$ cat src/rtl/wprot_pkg.sv
package wprot_pkg;

  localparam int REG_W = 8;

  // Bit positions of the packed control/status byte.
  localparam int B_DLY_HI = 7;
  localparam int B_FLAG_A = 6;
  localparam int B_FLAG_B = 5;
  localparam int B_LCK_HI = 4;
  localparam int B_LCK_LO = 3;
  localparam int B_REN    = 2;
  localparam int B_GEN    = 1;
  localparam int B_DLY_LO = 0;

  localparam logic [REG_W-1:0] CMD_GEN_CLR = 8'h00;
  localparam logic [REG_W-1:0] CMD_GEN_SET = 8'h02;
  localparam logic [REG_W-1:0] CMD_REN_SET = 8'h06;

  // Fields that survive a power cycle.
  typedef struct packed {
    logic       dly_hi;
    logic [1:0] lck;
    logic       dly_lo;
  } keep_t;

  typedef enum logic [1:0] {
    SEL_NONE = 2'd0,
    SEL_REG  = 2'd1,
    SEL_MEM  = 2'd2,
    SEL_TRIM = 2'd3
  } sel_e;

  function automatic logic [REG_W-1:0] pack_status(
    input keep_t k, input logic fa, input logic fb,
    input logic ren, input logic gen);
    logic [REG_W-1:0] v;
    v           = '0;
    v[B_DLY_HI] = k.dly_hi;
    v[B_FLAG_A] = fa;
    v[B_FLAG_B] = fb;
    v[B_LCK_HI] = k.lck[1];
    v[B_LCK_LO] = k.lck[0];
    v[B_REN]    = ren;
    v[B_GEN]    = gen;
    v[B_DLY_LO] = k.dly_lo;
    return v;
  endfunction

endpackage

$ cat src/rtl/wprot_lock_dec.sv
module wprot_lock_dec #(
  parameter int ADDR_W = 8
) (
  input  logic [1:0]        lck,
  input  logic [ADDR_W-1:0] addr,
  output logic              hit,
  output logic              any_lock
);
  logic top_half;
  logic top_quarter;

  assign top_half = addr[ADDR_W-1];

  generate
    if (ADDR_W >= 2) begin : g_wide
      assign top_quarter = &addr[ADDR_W-1 -: 2];
    end else begin : g_narrow
      assign top_quarter = addr[ADDR_W-1];
    end
  endgenerate

  always_comb begin
    unique case (lck)
      2'b00:   hit = 1'b0;
      2'b01:   hit = top_quarter;
      2'b10:   hit = top_half;
      default: hit = 1'b1;
    endcase
  end

  assign any_lock = |lck;
endmodule

$ cat src/rtl/wprot_prog_timer.sv
module wprot_prog_timer #(
  parameter int PROG_CYCLES = 16
) (
  input  logic clk,
  input  logic rst,
  input  logic clr,
  input  logic start,
  output logic ready
);
  localparam int CNT_W = (PROG_CYCLES < 1) ? 1 : $clog2(PROG_CYCLES + 1);
  localparam logic [CNT_W-1:0] LOAD = CNT_W'(PROG_CYCLES);

  logic [CNT_W-1:0] cnt;

  always_ff @(posedge clk) begin
    if (rst || clr) begin
      cnt <= '0;
    end else if (start) begin
      cnt <= LOAD;
    end else if (cnt != '0) begin
      cnt <= cnt - 1'b1;
    end
  end

  assign ready = (cnt == '0);
endmodule

$ cat src/rtl/wprot_latch_ctl.sv
module wprot_latch_ctl
  import wprot_pkg::*;
#(
  parameter logic [3:0] RST_KEEP = 4'b0000
) (
  input  logic             clk,
  input  logic             rst,
  input  logic             pwr_cycle,
  input  logic             reg_go,
  input  logic [REG_W-1:0] reg_data,
  input  logic             lock_hit_go,
  output logic             reg_ok,
  output logic             keep_wr,
  output logic             gen,
  output logic             ren,
  output keep_t            keep
);
  logic is_clr, is_set, is_ren;

  assign is_clr = (reg_data == CMD_GEN_CLR);
  assign is_set = (reg_data == CMD_GEN_SET);
  assign is_ren = (reg_data == CMD_REN_SET);

  // Decide whether the presented register write is legal in the current state.
  always_comb begin
    if (!gen)      reg_ok = is_set;
    else if (!ren) reg_ok = is_clr || is_set || is_ren;
    else           reg_ok = !reg_data[B_REN] || is_ren;
  end

  assign keep_wr = reg_go && gen && ren && !reg_data[B_REN];

  // Volatile latches: cleared by full reset and by a power cycle.
  always_ff @(posedge clk) begin
    if (rst || pwr_cycle) begin
      gen <= 1'b0;
      ren <= 1'b0;
    end else if (reg_go && reg_ok) begin
      if (!gen) begin
        gen <= 1'b1;
      end else if (!ren) begin
        if (is_clr) gen <= 1'b0;
        if (is_ren) ren <= 1'b1;
      end else if (!reg_data[B_REN]) begin
        ren <= 1'b0;
      end
    end else if (lock_hit_go) begin
      ren <= 1'b0;
    end
  end

  // Retained fields: only the full reset touches them.
  always_ff @(posedge clk) begin
    if (rst) begin
      keep <= keep_t'(RST_KEEP);
    end else if (keep_wr && !pwr_cycle) begin
      keep.dly_hi <= reg_data[B_DLY_HI];
      keep.lck    <= {reg_data[B_LCK_HI], reg_data[B_LCK_LO]};
      keep.dly_lo <= reg_data[B_DLY_LO];
    end
  end
endmodule

$ cat src/rtl/wprot_ctrl.sv
module wprot_ctrl
  import wprot_pkg::*;
#(
  parameter int         ADDR_W      = 8,
  parameter int         PROG_CYCLES = 16,
  parameter logic [3:0] RST_KEEP    = 4'b0000
) (
  input  logic              clk,
  input  logic              rst,
  input  logic              pwr_cycle,
  input  logic              reg_wr_req,
  input  logic [7:0]        reg_wr_data,
  input  logic              reg_rd_req,
  output logic [7:0]        reg_rd_data,
  output logic              reg_rd_vld,
  input  logic              mem_wr_req,
  input  logic [ADDR_W-1:0] mem_wr_addr,
  input  logic              trim_wr_req,
  input  logic              flag_a,
  input  logic              flag_b,
  output logic              wr_ack,
  output logic              wr_nack,
  output logic              ready
);
  sel_e  sel;
  logic  gen, ren, reg_ok, keep_wr;
  keep_t keep;
  logic  mem_hit, any_lock;
  logic  reg_go, lock_hit_go, grant;
  logic [1:0] cur_lck;

  // Fixed priority: register, then memory, then trim.
  always_comb begin
    if (pwr_cycle)        sel = SEL_NONE;
    else if (reg_wr_req)  sel = SEL_REG;
    else if (mem_wr_req)  sel = SEL_MEM;
    else if (trim_wr_req) sel = SEL_TRIM;
    else                  sel = SEL_NONE;
  end

  assign cur_lck     = keep.lck;
  assign reg_go      = (sel == SEL_REG) && ready;
  assign lock_hit_go = (sel == SEL_MEM) && ready && mem_hit;

  wprot_lock_dec #(.ADDR_W(ADDR_W)) i_lock_dec (
    .lck      (cur_lck),
    .addr     (mem_wr_addr),
    .hit      (mem_hit),
    .any_lock (any_lock)
  );

  wprot_prog_timer #(.PROG_CYCLES(PROG_CYCLES)) i_timer (
    .clk   (clk),
    .rst   (rst),
    .clr   (pwr_cycle),
    .start (keep_wr && !pwr_cycle),
    .ready (ready)
  );

  wprot_latch_ctl #(.RST_KEEP(RST_KEEP)) i_latch (
    .clk         (clk),
    .rst         (rst),
    .pwr_cycle   (pwr_cycle),
    .reg_go      (reg_go),
    .reg_data    (reg_wr_data),
    .lock_hit_go (lock_hit_go),
    .reg_ok      (reg_ok),
    .keep_wr     (keep_wr),
    .gen         (gen),
    .ren         (ren),
    .keep        (keep)
  );

  always_comb begin
    unique case (sel)
      SEL_REG:  grant = ready && reg_ok;
      SEL_MEM:  grant = ready && gen && !mem_hit;
      SEL_TRIM: grant = ready && gen && !any_lock;
      default:  grant = 1'b0;
    endcase
  end

  // Registered response pulses.
  always_ff @(posedge clk) begin
    if (rst) begin
      wr_ack  <= 1'b0;
      wr_nack <= 1'b0;
    end else begin
      wr_ack  <= (sel != SEL_NONE) && grant;
      wr_nack <= (sel != SEL_NONE) && !grant;
    end
  end

  // Registered read path; flags are sampled in the read cycle.
  always_ff @(posedge clk) begin
    if (rst) begin
      reg_rd_data <= '0;
      reg_rd_vld  <= 1'b0;
    end else begin
      reg_rd_vld <= reg_rd_req && !pwr_cycle;
      if (reg_rd_req) reg_rd_data <= pack_status(keep, flag_a, flag_b, ren, gen);
    end
  end
endmodule

$ cat config.mk
export PLATFORM = sky130hd
export DESIGN_NAME = wprot_ctrl
export DESIGN_NICKNAME = d
export VERILOG_FILES = /design/src/rtl/wprot_pkg.sv /design/src/rtl/wprot_lock_dec.sv /design/src/rtl/wprot_prog_timer.sv /design/src/rtl/wprot_latch_ctl.sv /design/src/rtl/wprot_ctrl.sv
export SDC_FILE = /design/constraint.sdc
export NUM_CORES = 1
export LEC_CHECK = 0
export ABC_AREA = 1
export BUFFER_PORTS_ARGS = -buffer_cell sky130_fd_sc_hd__buf_2
export CAP_MARGIN = 20
export CORE_AREA = 2 2 70 72
export CTS_BUF_LIST = sky130_fd_sc_hd__clkbuf_8
export DETAILED_ROUTE_END_ITERATION = 8
export DIE_AREA = 0 0 72 74
export SLEW_MARGIN = 10
export SYNTH_ARGS = -nofsm -noshare
export SYNTH_HDL_FRONTEND = slang
export SYNTH_SLANG_ARGS = --single-unit
$ cat constraint.sdc
create_clock -name clk -period 1.3 [get_ports clk]
set_input_delay 0.065 -clock clk [delete_from_list [all_inputs] [get_ports clk]]
set_output_delay 0.065 -clock clk [all_outputs]
set_load 0.1 [all_outputs]
# Word level (Yosys, flattened, before mapping)
# Index checks and enable logic that the tools add are counted.
[op_classes]
shift = 0
n_mul = 0
magnitude_cmp = 0
n_div = 0
mux = 19
bitwise = 0
n_addsub = 1
reduce_logical = 35
n_eq_ne = 8
[op_table]
columns = ["op", "count"]
rows = [
  ["logical AND 1 bit", 15],
  ["2-to-1 mux 1 bit", 11],
  ["2-to-1 mux 5 bit", 2],
  ["equality test 8 x 2 -> 1 bit (second input constant)", 1],
  ["equality test 8 x 3 -> 1 bit (second input constant)", 1],
  ["zero test 8 bit", 1],
  ["2-to-1 mux 2 bit", 4],
  ["equality test 2 bit (second input constant)", 3],
  ["case mux 1 bit (3 select lines)", 2],
  ["nonzero test 2 bit", 3],
  ["zero test 1 bit", 5],
  ["zero test 5 bit", 1],
  ["nonzero test 5 bit", 1],
  ["subtractor 5 x 1 -> 5 bit (second input constant)", 1],
  ["equality test 2 x 1 -> 1 bit (second input constant)", 2],
  ["logical OR 1 bit", 4],
  ["AND reduction 2 bit", 2],
  ["OR reduction 2 bit", 2],
  ["zero test 2 bit", 1],
  ["inequality test 2 x 1 -> 1 bit (second input constant)", 1],
]
[totals]
in_bits = 25
output_inout_bits = 12
latchBits = 0
mem_bits_ro = 0
ramBits = 0
wordCells = 74
memories = 0
register_bits = 22

# Depth between registers and ports, before layout
# Gate-level depths: netlist of run 1.
[depth]
ltp_word = 11
depth_mapped = 11

# By module
# From an unflattened synthesis of run 1, not the netlist that was laid out.
[hier_totals]
cells_unflattened = 163
hier_area_um2 = 1122.3
[modules_own_cells]
columns = ["module", "seq_area_each_um2", "cells_each", "n_inst", "area_per_inst_um2"]
rows = [
  ["wprot_ctrl", 220.2, 66, 1, 469.2],
  ["wprot_latch_ctl", 120.1, 56, 1, 367.9],
  ["wprot_prog_timer", 100.1, 37, 1, 265.3],
  ["wprot_lock_dec", 0.0, 4, 1, 20.0],
]

# Worst setup path after synthesis of run 1
# OpenSTA, ideal clock, no wires.
[synth_path]
kind = "register to register"
start = "register i_timer.cnt[0]"
end = "register i_latch.keep[1] (netlist name)"
n_path_buf = 0
required_time_ns = 1.181
period_less_slack_ns = 1.612
stages_incl_launch_ff = 10
arrival_time_ns = 1.493
setup_slack_ns = -0.312
setup_ns = 0.119
path_cell_list = "dfxtp_1 > inv_1 > ha_1 > nand3_4 > inv_4 > nand3_4 > nor2_4 > nand3_4 > o21ai_0 > a21oi_1"
[synth_via]
elab_chain_len = 6
[synth_lines]
columns = ["item", "line_no", "text"]
rows = [
  ["from (decl)", "wprot_prog_timer.sv:13", "logic [CNT_W-1:0] cnt;"],
  ["from (signal assigned)", "wprot_prog_timer.sv:21", "cnt <= cnt - 1'b1;"],
  ["zero test 5 bit", "wprot_prog_timer.sv:25", "assign ready = (cnt == '0);"],
  ["net ready", "wprot_ctrl.sv:23", "output logic ready"],
  ["logical AND 1 bit", "wprot_ctrl.sv:42", "assign reg_go = (sel == SEL_REG) && ready;"],
  ["logical AND 1 bit (3 in a row)", "wprot_latch_ctl.sv:31", "assign keep_wr = reg_go && gen && ren && !reg_data[B_REN];"],
  ["logical AND 1 bit", "wprot_latch_ctl.sv:56", "end else if (keep_wr && !pwr_cycle) begin"],
]
# The timed path passes the listed nets, and every way through them passes these cells.
# A chain may end at the register's enable or synchronous reset.

# Worst setup path in the final report of run 1
[layout_path]
start = "register i_timer.cnt[1]"
end = "register i_latch.keep[1] (netlist name)"
[layout_via]
elab_chain_len = 6
[layout_lines]
columns = ["item", "line_no"]
rows = [
  ["zero test 5 bit", "wprot_prog_timer.sv:25"],
  ["logical AND 1 bit", "wprot_ctrl.sv:42"],
  ["logical AND 1 bit (3 in a row)", "wprot_latch_ctl.sv:31"],
  ["logical AND 1 bit", "wprot_latch_ctl.sv:56"],
]
# Every way passes these cells.

==> qor.yml, run 1 <==
maxSlewViolCount: 0
port_buffers: 30
diodes: 0
cts_made_buffers: 3
path_buf_inv: 2
crit_type: "reg -> reg"
viasPerCell: 4.18
grt_antenna_before_repair: 0
slew_headroom: 0.672
synth-seq-area-share: 0.400
gp_congestion: 0.779
grtUsageMet2: 0.179
synth_top_area_cell: "dfxtp_1"
period_share: 1.06
synthTopCellsByArea: "dfxtp_1, nand2_1, inv_1"
r2r_slack_ns: -0.07
ys_types: 23
max_freq_mhz: 729
holdWs_ns: 0.0305
cp_common_cell: "nand3_4"
ir_drop_mv: 0.780
core_area_um2: 4600
dieArea_um2: 5330
rsz0062_at_grt: "yes"
insertion_delay_ns: 0.26
critPathCaptureType: "register"
ios: 37
post_drt_wl_per_cell_um: 9.73
track_usage: 0.0985
period_needed_ns: 1.37
drt_iter0_markers: 12
power-per-cell-area_nw_per_um2: 2200
yosys.area.top_type_share: 0.400
cts_max_level: 1
tightest_slew_ns: 0.495
area_growth_pct: 41.7
skew_ns: 0.00280
hold_buffers: 0
path_max_fanout: 5
hpwl_um: 2020
cts_tree: "built"
async_flop_share: 0
cp_top_family: "simple AND/OR/NAND/NOR gates"
violations: "negative setup slack"
cpPeakStageDelay_ns: 0.33
grt_max_degree: 14
die_h_um: 74
crit_slowest_cell: "dfxtp_2"
start_util: 0.239
cap_viol_max_count: 0
syn_inst: 154
status: "finished, violations left"
hp-class: "in -> reg"
clk_pin_slew_ns: 0.08
drive_gt1_frac: 0.343
synth_area_um2: 1100
use_met1: 0.118
fin_tns_setup_ns: -0.571
wl_um: 2480
synth-seq-cells: 22
drtAntennaViolNets: 0
clockBufferDepth: 2
vias: 1067
worstPathCellList: "inv_2, ha_4, nand3_4, inv_12, nand3_4, nor2_4, nand3_4, o21ai_2, a21oi_1"
synth_area_per_cell_um2: 7.15
die_w_um: 72
nNetsFinal: 229
use_met3: 0.0176
p_leak_nw: 0.744
grt_pass1_wl_um: 4220
syn-num-nets: 181
timing.final.ws_setup_ns: -0.0721
final_common_cell: "buf_2"
yosys_warnings: 0
busiest_layer: "met2"
cts_root_buf: "clkbuf_8"
grt-ovfl-total: 0
required_ns: 1.45
cp.arrival_ns: 1.52
synth-main-ff-cell: "dfxtp_1"
final-setup-viol-count: 11
synth-edff-count: 0
first_pass_iters: 3
first_global_vias: 1018
layout.cells.most_common_list: "buf_2, nand2_1, inv_1, nor2_1, dfxtp_1"
rows: 25
remaining_drc_errors: 0
cts_sinks: 22
hold_violations: 0
critPathLaunchType: "register"
## what timing repair did
action | in CTS | in global routing
cloned | 1 | 0
pin swaps | 2 | 2
setup endpoints to repair | 13 | 14
buffers inserted | 0 | 1
gates resized for setup | 3 | 3
## final cells by class
class | instances | area [um2]
clock buffers | 3 | 41.3
inverters | 27 | 114
flip-flops and latches | 22 | 443
repair buffers | 44 | 270
multi-input cells | 104 | 594
clock inverters | 1 | 30.0
well taps | 54 | 67.6
fillers | 511 | 3040
## per-stage QoR
| step | utilization | total power [mW] | worst slack (ns) | area, um2 | instances |
|---|---|---|---|---|---|
| 2_1_floorplan | - | 2.07 | -0.0975 | 1130 | 154 |
| 3_3_place_gp | 0.315 | 2.78 | -0.0310 | 1450 | 249 |
| 3_5_place_dp | 0.315 | 2.79 | -0.0620 | 1450 | 249 |
| 4_1_cts | 0.336 | 3.47 | -0.0686 | 1550 | 254 |
| 5_1_grt | 0.339 | 3.64 | -0.143 | 1560 | 255 |
| 6_report | 0.339 | 3.44 | -0.0721 | 1560 | 255 |
## cells by family after synthesis
kind of cell               Yosys count  share of synthesized area
AOI/OAI and AO/OA                   30                      0.149
xor gates and xnor gates             2                     0.0159
adders and majority gates            2                     0.0227
buffers and inverters               29                      0.101
DFF                                 22                      0.400
and+or+nand+nor                     69                      0.311
## flip-flops by register name (all words and copies together) (netlist names)
register	cells
i_latch.keep	4
i_timer.cnt	5
i_latch.ren	1
reg_rd_data	8
i_latch.gen	1
reg_rd_vld	1
wr_ack	1
wr_nack	1
## power breakdown
group | switching (mW) | internal, mW | total, mW
clock network | 0.219 | 0.411 | 0.630
registers | 0.0483 | 0.756 | 0.804
logic | 1.16 | 0.849 | 2.00
## routing by layer
| metal | vias to the layer above | share of wire | routed length (um) |
|---|---|---|---|
| met5 | - | 0 | 0 |
| met4 | 0 | 0.0073 | 18 |
| met3 | 2 | 0.025 | 61 |
| met2 | 15 | 0.49 | 1220 |
| li1 | 583 | - | - |
| met1 | 467 | 0.48 | 1180 |
## final timing paths
kind                                                   start                           end  cells past startpoint
worst max register to register   i_timer.cnt[1]$_SDFFE_PP0P_  i_latch.keep[1]$_SDFFE_PP0P_                      9
worst min register to register  i_latch.keep[0]$_SDFFE_PP0P_  i_latch.keep[0]$_SDFFE_PP0P_                      2
worst max-delay path             i_timer.cnt[1]$_SDFFE_PP0P_  i_latch.keep[1]$_SDFFE_PP0P_                      9
worst min-delay path                                  flag_b   reg_rd_data[5]$_SDFFE_PP0P_                      3
## cells in the mapped netlist, types with 2 or more instances
master / count
o21ai_0: 14
nand4_1: 2
nand3_1: 7
a31oi_1: 2
inv_1: 25
nand2_1: 27
nor3_1: 2
xnor2_1: 2
nand3_4: 3
ha_1: 2
dfxtp_1: 22
nor2_4: 2
a21oi_1: 12
nor2_1: 23
## worst reg2reg max path, stage by stage (launching register included)
cell     delay [ns]
dfxtp_2        0.33
inv_2          0.07
ha_4           0.14
nand3_4        0.11
inv_12         0.08
nand3_4        0.10
nor2_4         0.14
nand3_4        0.11
o21ai_2        0.14
a21oi_1        0.05
(Power assumes the default switching activity.)
==> run 2, diff against run 1 <==
--- a/config.mk
+++ b/config.mk
@@ -12,6 +12,7 @@
 export CTS_BUF_LIST = sky130_fd_sc_hd__clkbuf_8
 export DETAILED_ROUTE_END_ITERATION = 8
 export DIE_AREA = 0 0 72 74
+export SKIP_CTS_REPAIR_TIMING = 1
 export SLEW_MARGIN = 10
 export SYNTH_ARGS = -nofsm -noshare
 export SYNTH_HDL_FRONTEND = slang
==> run 2 against run 1 <==
Against the previous run: the flow still finishes with violations (negative setup slack); sequential power hardly changed; utilization is 0.16 points higher; clock power hardly changed; power hardly changed; global-route usage is 0.15 points lower; via count is 0.47% higher; clock skew hardly changed; hold slack hardly changed; sequential cell count stayed put; first-iteration DRC count is 8.3% higher; combinational power hardly changed; critical endpoint is now i_timer.cnt[0]$_SDFFE_PP0P_.
==> qor.yml, run 2 (synthesized netlist as in run 1, its figures left out) <==
clkPwrFrac: 0.183
gp_congestion: 0.779
area_growth_pct: 42.4
track_usage: 0.0970
p_int_mw: 2.02
hpwl_um: 2020
power_frac_seq: 0.234
max_freq_mhz: 725
slew_headroom: 0.672
timing.final.ws_setup_ns: -0.0791
cap_viol_max_count: 0
drive_gt1_frac: 0.353
rsz0062_at_grt: "yes"
drtAntennaViolNets: 0
grt-ovfl-total: 0
first_pass_iters: 3
clockBufferDepth: 2
clk_pin_slew_ns: 0.08
remaining_drc_errors: 0
final_common_cell: "buf_2"
min-delay-start: "flag_b"
status: "finished, violations left"
power-per-cell-area_nw_per_um2: 2190
grt_max_degree: 14
regMostFlops: "reg_rd_data"
skew_ns: 0.00255
grt_pass1_wl_um: 4170
power_mw: 3.44
cts_root_buf: "clkbuf_8"
cts_max_level: 1
cts_sinks: 22
insertion_delay_ns: 0.26
required_ns: 1.45
p_leak_nw: 0.745
final_area_um2: 1570
final_cells: 255
tightest_slew_ns: 0.495
cp.arrival_ns: 1.53
pwr-share-comb: 0.583
final-setup-viol-count: 12
largest_reg_flops: 8
r2r_cells: 9
wl_um: 2500
post_drt_wl_per_cell_um: 9.80
die_h_um: 74
violations: "negative setup slack"
post_dp_cell_area_um2: 1450
grt_antenna_before_repair: 0
p_sw_frac: 0.414
port_buffers: 30
diodes: 0
fillers: 508
dieArea_um2: 5330
cts_tree: "built"
timing.rr.start: "i_timer.cnt[1]$_SDFFE_PP0P_"
hold_end: "reg_rd_data[5]$_SDFFE_PP0P_"
die_w_um: 72
crit_type: "reg -> reg"
reg_top3: "reg_rd_data: 8 flops, i_timer.cnt: 5 flops, i_latch.keep: 4 flops"
period_share: 1.06
finish.utilization: 0.341
ir_drop_mv: 0.780
ios: 37
place_inst: 249
vias: 1072
hold_violations: 0
rows: 25
cts_made_buffers: 3
timing.rr.end: "i_timer.cnt[0]$_SDFFE_PP0P_"
nNetsFinal: 229
period_needed_ns: 1.38
first_global_vias: 1011
hp-class: "in -> reg"
critPathLaunchType: "register"
start_util: 0.239
min_path_cells: 3
viasPerCell: 4.20
maxSlewViolCount: 0
layout.cells.most_common_list: "buf_2, nand2_1, inv_1"
power_switching_mw: 1.42
core_area_um2: 4600
critPathCaptureType: "register"
drt_iter0_markers: 13
r2r_slack_ns: -0.08
path_max_fanout: 5
[run 2: cell counts in the layout (fill, tap and decap cells not counted)]
No cell type changed its count.
[run 2: power by group through the flow]
| stage | clock network [mW] | registers [mW] | logic, mW |
|---|---|---|---|
| 6_report | 0.629 | 0.805 | 2.01 |
| 3_3_place_gp | 0 | 0.820 | 1.96 |
| 5_1_grt | 0.678 | 0.817 | 2.14 |
| 2_1_floorplan | 0 | 0.949 | 1.12 |
| 4_1_cts | 0.648 | 0.806 | 1.97 |
| 3_5_place_dp | 0 | 0.822 | 1.97 |
[run 2: critical path, cell delays in order, from the launching register on]
cell and delay, ns:
dfxtp_2 0.33, inv_2 0.07, ha_4 0.14, nand3_4 0.11, inv_12 0.08, nand3_4 0.10, nor2_4 0.14, nand3_2 0.14
nand2_1 0.12, a21oi_1 0.05
[run 2: cell type report]
cell class,instances,area [um2],area share
clock buffer,3,41.3,0.0263
multi-input combinational,104,602,0.384
timing repair buffer,44,270,0.172
clock inverter,1,30.0,0.0192
sequential,22,443,0.283
inverter,27,114,0.0726
tap,54,67.6,0.0431
[run 2: worst max-delay path by stage]
stage / start / endpoint / slack, ns / depth (start not counted)
2_1_floorplan: i_timer.cnt[1]$_SDFFE_PP0P_ / i_latch.gen$_SDFFE_PP0P_ / -0.1 / 9
3_3_place_gp: i_timer.cnt[1]$_SDFFE_PP0P_ / i_latch.gen$_SDFFE_PP0P_ / -0.03 / 9
3_5_place_dp: i_timer.cnt[1]$_SDFFE_PP0P_ / i_latch.keep[1]$_SDFFE_PP0P_ / -0.06 / 9
4_1_cts: i_timer.cnt[1]$_SDFFE_PP0P_ / wr_nack$_SDFF_PP0_ / -0.09 / 8
5_1_grt: i_timer.cnt[1]$_SDFFE_PP0P_ / i_timer.cnt[0]$_SDFFE_PP0P_ / -0.15 / 9
6_report: i_timer.cnt[1]$_SDFFE_PP0P_ / i_timer.cnt[0]$_SDFFE_PP0P_ / -0.08 / 9
[run 2: layer usage]
layer | routed length [um] | GRT usage | up-vias
met1 | 1190 | 0.115 | 472
met4 | 18 | 0.0314 | 0
li1 | - | - | 583
met3 | 61 | 0.0176 | 2
met2 | 1230 | 0.178 | 15
met5 | 0 | 0 | -
[run 2: stage by stage]
step                setup slack (ns)  hold WS, ns  setup TNS, ns
CTS                          -0.0863       0.0257         -0.788
finish                       -0.0791       0.0305         -0.680
global route                  -0.153       0.0381          -1.60
global placement             -0.0310        0.290         -0.212
floorplan                    -0.0975        0.200         -0.721
detailed placement           -0.0620        0.297         -0.382
==> run 3, diff against run 2 <==
--- a/config.mk
+++ b/config.mk
@@ -12,6 +12,7 @@
 export CTS_BUF_LIST = sky130_fd_sc_hd__clkbuf_8
 export DETAILED_ROUTE_END_ITERATION = 8
 export DIE_AREA = 0 0 72 74
+export GPL_TIMING_DRIVEN = 0
 export SKIP_CTS_REPAIR_TIMING = 1
 export SLEW_MARGIN = 10
 export SYNTH_ARGS = -nofsm -noshare
==> run 3 against run 2 <==
Against the previous run: the run still ends with negative setup slack left; utilization is 1.1 points lower; fmax shrank 4.2%; clock skew is 0.0050 ns higher; global-route usage up 0.29 points; non-clock buffer count fell by 5; first-iteration DRC count rose by 31%; sequential power rose by 2%; critical path type is now reg -> out; highest routed layer unchanged.
==> qor.yml, run 3 (synthesized netlist as in run 1, its figures left out) <==
status: "finished, violations left"
violations: "negative setup slack"
multi_input_area_um2: 609
ios: 37
min-delay-start: "flag_a"
first_global_vias: 989
hp-class: "in -> reg"
hold_end: "reg_rd_data[6]$_SDFFE_PP0P_"
power-per-cell-area_nw_per_um2: 2170
port_buffers: 30
tightest_slew_ns: 0.492
clockBufferDepth: 2
period_needed_ns: 1.44
required_ns: 1.24
cts_tree: "built"
seq_area_um2: 443
final_common_cell: "buf_2"
cp.arrival_ns: 1.37
drive_gt1_frac: 0.337
grt-ovfl-total: 0
dieArea_um2: 5330
max_freq_mhz: 695
power_mw: 3.30
ir_drop_mv: 0.621
remaining_drc_errors: 0
critPathCaptureType: "primary output"
final-setup-viol-count: 14
critPathLaunchType: "register"
finish.utilization: 0.330
diodes: 0
fin_tns_setup_ns: -1.35
grt_pass1_wl_um: 4200
vias: 1080
cts_root_buf: "clkbuf_8"
drt_iter0_markers: 17
drtAntennaViolNets: 0
slew_headroom: 0.674
r2r_slack_ns: -0.12
clk_pin_slew_ns: 0.09
path_max_fanout: 5
track_usage: 0.0999
reg_top3: "reg_rd_data: 8 flops, i_timer.cnt: 5 flops, i_latch.keep: 4 flops"
period_share: 1.11
final_cells: 250
timing.final.ws_setup_ns: -0.140
hold_violations: 0
place_inst: 238
cts_max_level: 1
cts_made_buffers: 3
r2r_cells: 9
cts_sinks: 22
min_path_cells: 3
wl_um: 2580
area_growth_pct: 37.8
nNetsFinal: 224
rsz0062_at_grt: "yes"
cap_viol_max_count: 0
hpwl_um: 1960
timing.rr.start: "i_timer.cnt[1]$_SDFFE_PP0P_"
rows: 25
post_drt_wl_per_cell_um: 10.3
fillers: 490
crit_type: "reg -> out"
maxSlewViolCount: 0
timing.rr.end: "i_timer.cnt[1]$_SDFFE_PP0P_"
layout.cells.most_common_list: "buf_2, nand2_1, inv_1, nor2_1, dfxtp_1"
core_area_um2: 4600
p_leak_nw: 0.708
insertion_delay_ns: 0.27
die_w_um: 72
largest_reg_flops: 8
viasPerCell: 4.32
regMostFlops: "reg_rd_data"
grt_antenna_before_repair: 0
start_util: 0.239
first_pass_iters: 4
skew_ns: 0.00759
die_h_um: 74
gp_congestion: 0.795
grt_max_degree: 14
holdWs_ns: 0.00918
-- run 3: layout make-up --
| type | instances | area share |
|---|---|---|
| Sequential cell | 22 | 0.292 |
| Inverter | 27 | 0.0750 |
| Clock inverter | 1 | 0.0198 |
| Tap cell | 54 | 0.0445 |
| Timing Repair Buffer | 37 | 0.135 |
| Buffer | 2 | 0.00495 |
| Clock buffer | 3 | 0.0272 |
| Multi-Input combinational cell | 104 | 0.401 |
-- run 3: critical path, stage by stage (launching register included) --
cell and delay [ns]:
dfxtp_2 0.34, inv_2 0.07, ha_4 0.14, nand3_4 0.14, inv_12 0.09, clkbuf_4 0.32
-- run 3: worst max path at each step --
stage	start	to	cells past startpoint
6_report	i_timer.cnt[1]$_SDFFE_PP0P_	ready	5
3_5_place_dp	i_timer.cnt[2]$_SDFFE_PP0P_	i_latch.keep[1]$_SDFFE_PP0P_	8
3_3_place_gp	i_timer.cnt[0]$_SDFFE_PP0P_	i_latch.keep[1]$_SDFFE_PP0P_	9
4_1_cts	i_timer.cnt[2]$_SDFFE_PP0P_	ready	4
2_1_floorplan	i_timer.cnt[1]$_SDFFE_PP0P_	i_latch.gen$_SDFFE_PP0P_	9
5_1_grt	i_timer.cnt[0]$_SDFFE_PP0P_	i_timer.cnt[0]$_SDFFE_PP0P_	9
-- run 3: power breakdown --
| part | internal (mW) | switching, mW |
|---|---|---|
| combinational | 0.712 | 1.12 |
| clock | 0.412 | 0.241 |
| sequential | 0.757 | 0.0620 |
| total | 1.88 | 1.42 |
-- run 3: layer usage --
layer	GRT usage	part of all wire	routed length [um]
met4	0.0440	0.019	48
met2	0.164	0.48	1250
met5	0	0	0
met3	0.0217	0.041	106
met1	0.127	0.46	1180
-- run 3: metrics by stage --
step	area [um2]	setup WS [ns]
final	1520	-0.140
after global routing	1520	-0.224
after CTS	1420	-0.265
after detailed placement	1340	-0.127
after global placement	1340	-0.109
after floorplan	1130	-0.0975
